[config.mk]
export PLATFORM = sky130hd
export DESIGN_NAME = pwrseq_ctrl
export DESIGN_NICKNAME = d
export VERILOG_FILES = /design/src/rtl/pwrseq_pkg.sv /design/src/rtl/pwrseq_timer.sv /design/src/rtl/pwrseq_stepmap.sv /design/src/rtl/pwrseq_ctrl.sv
export SDC_FILE = /design/constraint.sdc
export NUM_CORES = 1
export LEC_CHECK = 0
export ABC_AREA = 1
export BUFFER_PORTS_ARGS = -buffer_cell sky130_fd_sc_hd__buf_4
export CORE_MARGIN = 2
export CORE_UTILIZATION = 42
export DETAILED_ROUTE_END_ITERATION = 8
export MAX_ROUTING_LAYER = met4
export SYNTH_ARGS = -nofsm -noshare
export SYNTH_HDL_FRONTEND = slang
export SYNTH_HIERARCHICAL = 1
export SYNTH_SLANG_ARGS = --single-unit
[constraint.sdc]
create_clock -name clk -period 2 [get_ports clk]
set_clock_uncertainty 0.2 [all_clocks]
set_input_delay 0.1 -clock clk [delete_from_list [all_inputs] [get_ports clk]]
set_output_delay 0.1 -clock clk [all_outputs]
set_load 0.01 [all_outputs]
[src/rtl/pwrseq_pkg.sv]
package pwrseq_pkg;

    typedef enum logic [3:0] {
        PS_IDLE,
        PS_HOLD,
        PS_BLK_ON,
        PS_LOCK,
        PS_CHAN_ON,
        PS_FX_ON,
        PS_LINE_ON,
        PS_READY,
        PS_LINE_OFF,
        PS_FX_OFF,
        PS_CHAN_OFF,
        PS_BLK_OFF
    } pseq_e;

    // Codec register addresses
    localparam int REG_BLOCKS  = 'h10;
    localparam int REG_CHANNEL = 'h11;
    localparam int REG_EFFECT  = 'h12;
    localparam int REG_LINEOUT = 'h13;

    // Register values written during power-up
    localparam int VAL_BLOCKS  = 'h0F; // ref, pll, core, clock out
    localparam int VAL_CHANNEL = 'h03; // left, right
    localparam int VAL_EFFECT  = 'h01; // effect field = 01
    localparam int VAL_LINEOUT = 'h01;

    typedef struct packed {
        pseq_e state;
        logic  pdn;
        logic  fx;
    } seq_t;

endpackage

[src/rtl/pwrseq_timer.sv]
module pwrseq_timer #(
    parameter int TW = 8
) (
    input  logic          clk,
    input  logic          rst_n,
    input  logic          load,
    input  logic [TW-1:0] load_val,
    output logic          zero
);
    logic [TW-1:0] cnt_d, cnt_q;

    always_comb begin
        cnt_d = cnt_q;
        if (load) begin
            cnt_d = load_val;
        end else if (cnt_q != '0) begin
            cnt_d = cnt_q - 1'b1;
        end
    end

    always_ff @(posedge clk or negedge rst_n) begin
        if (!rst_n) begin
            cnt_q <= '0;
        end else begin
            cnt_q <= cnt_d;
        end
    end

    assign zero = (cnt_q == '0);
endmodule

[src/rtl/pwrseq_stepmap.sv]
module pwrseq_stepmap
    import pwrseq_pkg::*;
#(
    parameter int AW = 8,
    parameter int DW = 8
) (
    input  pseq_e          state,
    output logic           wr_en,
    output logic [AW-1:0]  addr,
    output logic [DW-1:0]  data
);
    always_comb begin
        wr_en = 1'b1;
        addr  = '0;
        data  = '0;
        unique case (state)
            PS_BLK_ON: begin
                addr = AW'(REG_BLOCKS);
                data = DW'(VAL_BLOCKS);
            end
            PS_CHAN_ON: begin
                addr = AW'(REG_CHANNEL);
                data = DW'(VAL_CHANNEL);
            end
            PS_FX_ON: begin
                addr = AW'(REG_EFFECT);
                data = DW'(VAL_EFFECT);
            end
            PS_LINE_ON: begin
                addr = AW'(REG_LINEOUT);
                data = DW'(VAL_LINEOUT);
            end
            PS_LINE_OFF: addr = AW'(REG_LINEOUT);
            PS_FX_OFF:   addr = AW'(REG_EFFECT);
            PS_CHAN_OFF: addr = AW'(REG_CHANNEL);
            PS_BLK_OFF:  addr = AW'(REG_BLOCKS);
            default:     wr_en = 1'b0;
        endcase
    end
endmodule

[src/rtl/pwrseq_ctrl.sv]
module pwrseq_ctrl
    import pwrseq_pkg::*;
#(
    parameter int RST_CYC  = 8,
    parameter int LOCK_CYC = 1_000_000,
    parameter int AW       = 8,
    parameter int DW       = 8
) (
    input  logic          clk,
    input  logic          rst_n,
    input  logic          up_req,
    input  logic          down_req,
    input  logic          fx_sel,
    input  logic          wr_ack,
    output logic          pdn_o,
    output logic          wr_req,
    output logic [AW-1:0] wr_addr,
    output logic [DW-1:0] wr_data,
    output logic          busy,
    output logic          done
);
    localparam int MAX_CYC = (RST_CYC > LOCK_CYC) ? RST_CYC : LOCK_CYC;
    localparam int TW      = $clog2(MAX_CYC + 1) + 1;

    seq_t          st_d, st_q;
    logic          tmr_load;
    logic [TW-1:0] tmr_val;
    logic          tmr_zero;
    logic          wr_en;
    logic          step_ok;

    pwrseq_timer #(.TW(TW)) i_timer (
        .clk      (clk),
        .rst_n    (rst_n),
        .load     (tmr_load),
        .load_val (tmr_val),
        .zero     (tmr_zero)
    );

    pwrseq_stepmap #(.AW(AW), .DW(DW)) i_stepmap (
        .state (st_q.state),
        .wr_en (wr_en),
        .addr  (wr_addr),
        .data  (wr_data)
    );

    assign step_ok = wr_en && wr_ack;

    always_comb begin
        st_d     = st_q;
        tmr_load = 1'b0;
        tmr_val  = '0;
        unique case (st_q.state)
            PS_IDLE: begin
                if (up_req) begin
                    st_d.state = PS_HOLD;
                    st_d.fx    = fx_sel;
                    tmr_load   = 1'b1;
                    tmr_val    = TW'(RST_CYC);
                end
            end
            PS_HOLD: begin
                if (tmr_zero) begin
                    st_d.state = PS_BLK_ON;
                    st_d.pdn   = 1'b1;
                end
            end
            PS_BLK_ON: begin
                if (step_ok) begin
                    st_d.state = PS_LOCK;
                    tmr_load   = 1'b1;
                    tmr_val    = TW'(LOCK_CYC);
                end
            end
            PS_LOCK: begin
                if (tmr_zero) st_d.state = PS_CHAN_ON;
            end
            PS_CHAN_ON: begin
                if (step_ok) st_d.state = st_q.fx ? PS_FX_ON : PS_LINE_ON;
            end
            PS_FX_ON: begin
                if (step_ok) st_d.state = PS_LINE_ON;
            end
            PS_LINE_ON: begin
                if (step_ok) st_d.state = PS_READY;
            end
            PS_READY: begin
                if (down_req) st_d.state = PS_LINE_OFF;
            end
            PS_LINE_OFF: begin
                if (step_ok) st_d.state = st_q.fx ? PS_FX_OFF : PS_CHAN_OFF;
            end
            PS_FX_OFF: begin
                if (step_ok) st_d.state = PS_CHAN_OFF;
            end
            PS_CHAN_OFF: begin
                if (step_ok) st_d.state = PS_BLK_OFF;
            end
            PS_BLK_OFF: begin
                if (step_ok) begin
                    st_d.state = PS_IDLE;
                    st_d.pdn   = 1'b0;
                end
            end
            default: begin
                st_d.state = PS_IDLE;
                st_d.pdn   = 1'b0;
            end
        endcase
    end

    always_ff @(posedge clk or negedge rst_n) begin
        if (!rst_n) begin
            st_q.state <= PS_IDLE;
            st_q.pdn   <= 1'b0;
            st_q.fx    <= 1'b0;
        end else begin
            st_q <= st_d;
        end
    end

    assign pdn_o  = st_q.pdn;
    assign wr_req = wr_en;
    assign done   = (st_q.state == PS_READY);
    assign busy   = (st_q.state != PS_IDLE) && (st_q.state != PS_READY);
endmodule

==> metrics.md <==
| Metric | Value |
|---|---|
| Post-synth top area cell | dfrtp_1 |
| Vias in the first global route | 1913 |
| Slew Viols, Final | 0 |
| Unrepaired setup endpoints after global routing | true |
| Clock Sinks | 27 |
| CTS root buffer | clkbuf_8 |
| Netlist cell types | 28 |
| # DRC | 0 |
| CP arrival | 1.84 ns |
| Fin crit period | 1.88 ns |
| DR iter-0 viols | 79 |
| Main combinational cell family by area after synthesis | simple AND/OR/NAND/NOR gates |
| Primary FF master, synth | dfrtp_1 |
| Die area | 5730 µm² |
| Antenna violations before repair | 0 |
| Max IR drop VDD | 670 µV |
| Placer congestion estimate | 0.931 |
| WL/cell | 11.2 µm |
| First-pass GRT wire length | 8.69 mm |
| Synth Area in XOR/XNOR | 2.44% |
| Final setup vio count | 0 |
| Top cells by area, synth | dfrtp_1 31%, nand2_1 20%, nor2_1 8.2% |
| Die X | 75.7 µm |
| Seq cells post-synth | 27 |
| Data required time of the worst path | 1.97 ns |
| Register area share after synthesis | 31.3% |
| Synth Instances | 338 |
| Ratio of cells with drive above 1 in the final layout | 24.9% |
| Row Count | 26 |
| Overall Global Routing Usage | 20.4% |
| Fmax | 533 MHz |
| Post-synthesis adder-cell area fraction | 1.16% |
| Longest Clk Path Bufs | 2 |
| Fin. Hold Viols | 0 |
| Port Buffers | 16 |
| Synth top area share | 31.3% |
| P_leak | 0.00143 µW |
| Worst-skew pair later-pin latency | 0.28 ns |
| Count leader, synth | nand2_1 |
| ANT nets after route | 0 |
| Setup Crit Path Kind | reg2reg |
| Core Region | 5040 µm² |
| Cts bufs inserted | 3 |
| Global route total overflow | 0 |
| Post-DP HPWL | 3.97 mm |
| CTS tree | yes |
| Fin crit share | 93.9% |
| Setup slack after placement | -0.108 ns |
| Initial Util | 42.8% |
| DRT Pass-1 Iters | 6 |
| CTS H-tree depth | 1 |
| Startpoint types | flip-flop |
| Status | finished, final reports clean |
| Multiplexer share of the synthesized area | 0% |
| Ports | 26 |
| Max Fanout on Critical Path | 8 |
| Vias/cell | 4.54 |
| Ant diodes | 0 |
| Cell area after synthesis | 2160 µm² |
| Syn-to-layout area delta | 24.0% |
| Compound-Gate Fraction of Synth Area | 6.79% |
| Commonest cells in the netlist | 115 x nand2_1, 47 x nor2_1, 35 x inv_1 |
| WL final | 5.16 mm |
| Mapped Avg Cell Area | 6.38 µm² |
| Pwr/cell area | 1530 nW/µm² |
| Fin worst setup slack | 0.123 ns |
| Vias | 2090 |
| Clock-pin slew on the worst setup and hold paths | 0.10 ns |
| Number of max-cap violations | 0 |
| Post-synth EDFFs | 0 |
| Die height | 75.7 µm |
| Largest net degree at the start of global routing | 28 |
| Min-Delay Path Class | in2reg |
| CP Capture Type | flip-flop |
| Synth Warn # | 6 |
| Worst hold slack | 0.0269 ns |
| Share of synthesized registers carrying an async set or reset | 100% |
| NumNets Final | 399 |
| Synth Area in Simple Gates | 46.4% |
## state kept, by name, indices dropped and copies added, names as in the netlist
signal and cells:
i_timer/cnt_q 21, pdn_o 1, st_q 5
## final cells by class
cell class / instances / area, µm²
flip-flops and latches: 27 / 679
clock buffers: 3 / 41.3
multi-input cells: 277 / 1380
well taps: 70 / 87.6
clock inverters: 1 / 5.00
repair buffers: 42 / 327
fillers: 526 / 2370
inverters: 40 / 153
## routing by layer
metal  vias up  track usage (%)  part of all wire [%]
met4         0             5.07                  0.93
met3         4             2.38                   2.2
li1       1118                -                     -
met5         -                -                     0
met1       934             29.0                    50
met2        34             31.0                    47
## cell families after synthesis
group	count (synthesis)
AO/OA/AOI/OAI	25
XOR/XNOR	6
adder cells (fa/ha/maj)	2
buffers and inverters	54
flip-flops	27
other	2
AND/OR/NAND/NOR	222
## path summary, 6_finish.rpt
kind / from / to / slack (ns) / cells after the start
worst max-delay path: st_q[2] / st_q[0] / 0.12 / 7
worst min-delay path: up_req / i_timer/cnt_q[3] / 0.03 / 5
worst max register to register: st_q[2] / st_q[0] / 0.12 / 7
worst min register to register: pdn_o / pdn_o / 0.36 / 4
max in group asynchronous: rst_n / st_q[5] / 1.23 / 2
min in group asynchronous: rst_n / i_timer/cnt_q[7] / 0.08 / 2
## worst max-delay path, stage by stage (launching register included)
cell,delay [ns]
dfrtp_2,0.48
nor2_2,0.15
nand2_1,0.09
inv_1,0.07
nand2_1,0.10
nand2_1,0.08
nand2_1,0.05
dlygate4sd3_1,0.55
## metrics by stage
| stage | power (µW) | setup TNS [ns] | area, µm² | instances | utilization (%) |
|---|---|---|---|---|---|
| after floorplan | 2770 | 0 | 2240 | 358 | - |
| after global placement | 3540 | -0.0608 | 2490 | 450 | 49.5 |
| after detailed placement | 3560 | -0.323 | 2490 | 450 | 49.5 |
| after CTS | 3930 | 0 | 2580 | 457 | 51.1 |
| after global routing | 4510 | -0.0422 | 2670 | 460 | 53.0 |
| final | 4080 | 0 | 2670 | 460 | 53.0 |
## layout by cell type (no fill, tap or decap), types with 4 or more instances in the layout
cell / netlist / layout
nand3_1: 22 / 19
xor2_1: 4 / 4
o21ai_0: 10 / 9
nor2_2: 9 / 12
nand3_2: 1 / 4
o21ai_2: 3 / 4
nand4_1: 7 / 7
buf_4: 10 / 38
conb_1: 2 / 22
nand2_1: 115 / 113
nor2_4: 8 / 10
nor2_1: 47 / 42
nand2_2: 9 / 11
o21ai_1: 5 / 5
dfrtp_1: 27 / 24
inv_1: 35 / 32
inv_2: 5 / 7
## power by group
part / internal, µW / total (µW) / switching [µW]
combinational: 1090 / 2670 / 1580
clock: 140 / 327 / 187
sequential: 796 / 1080 / 285
## timing repair
action                                  4_1_cts  5_1_grt
gates cloned                                  0        0
buffers inserted                              0        3
gates resized for setup                       1       24
hold buffers                                  3        0
endpoints found under the hold margin        28        0
pin swaps                                     0        5
endpoints found under the setup margin        4       25
(Power assumes the default switching activity.)
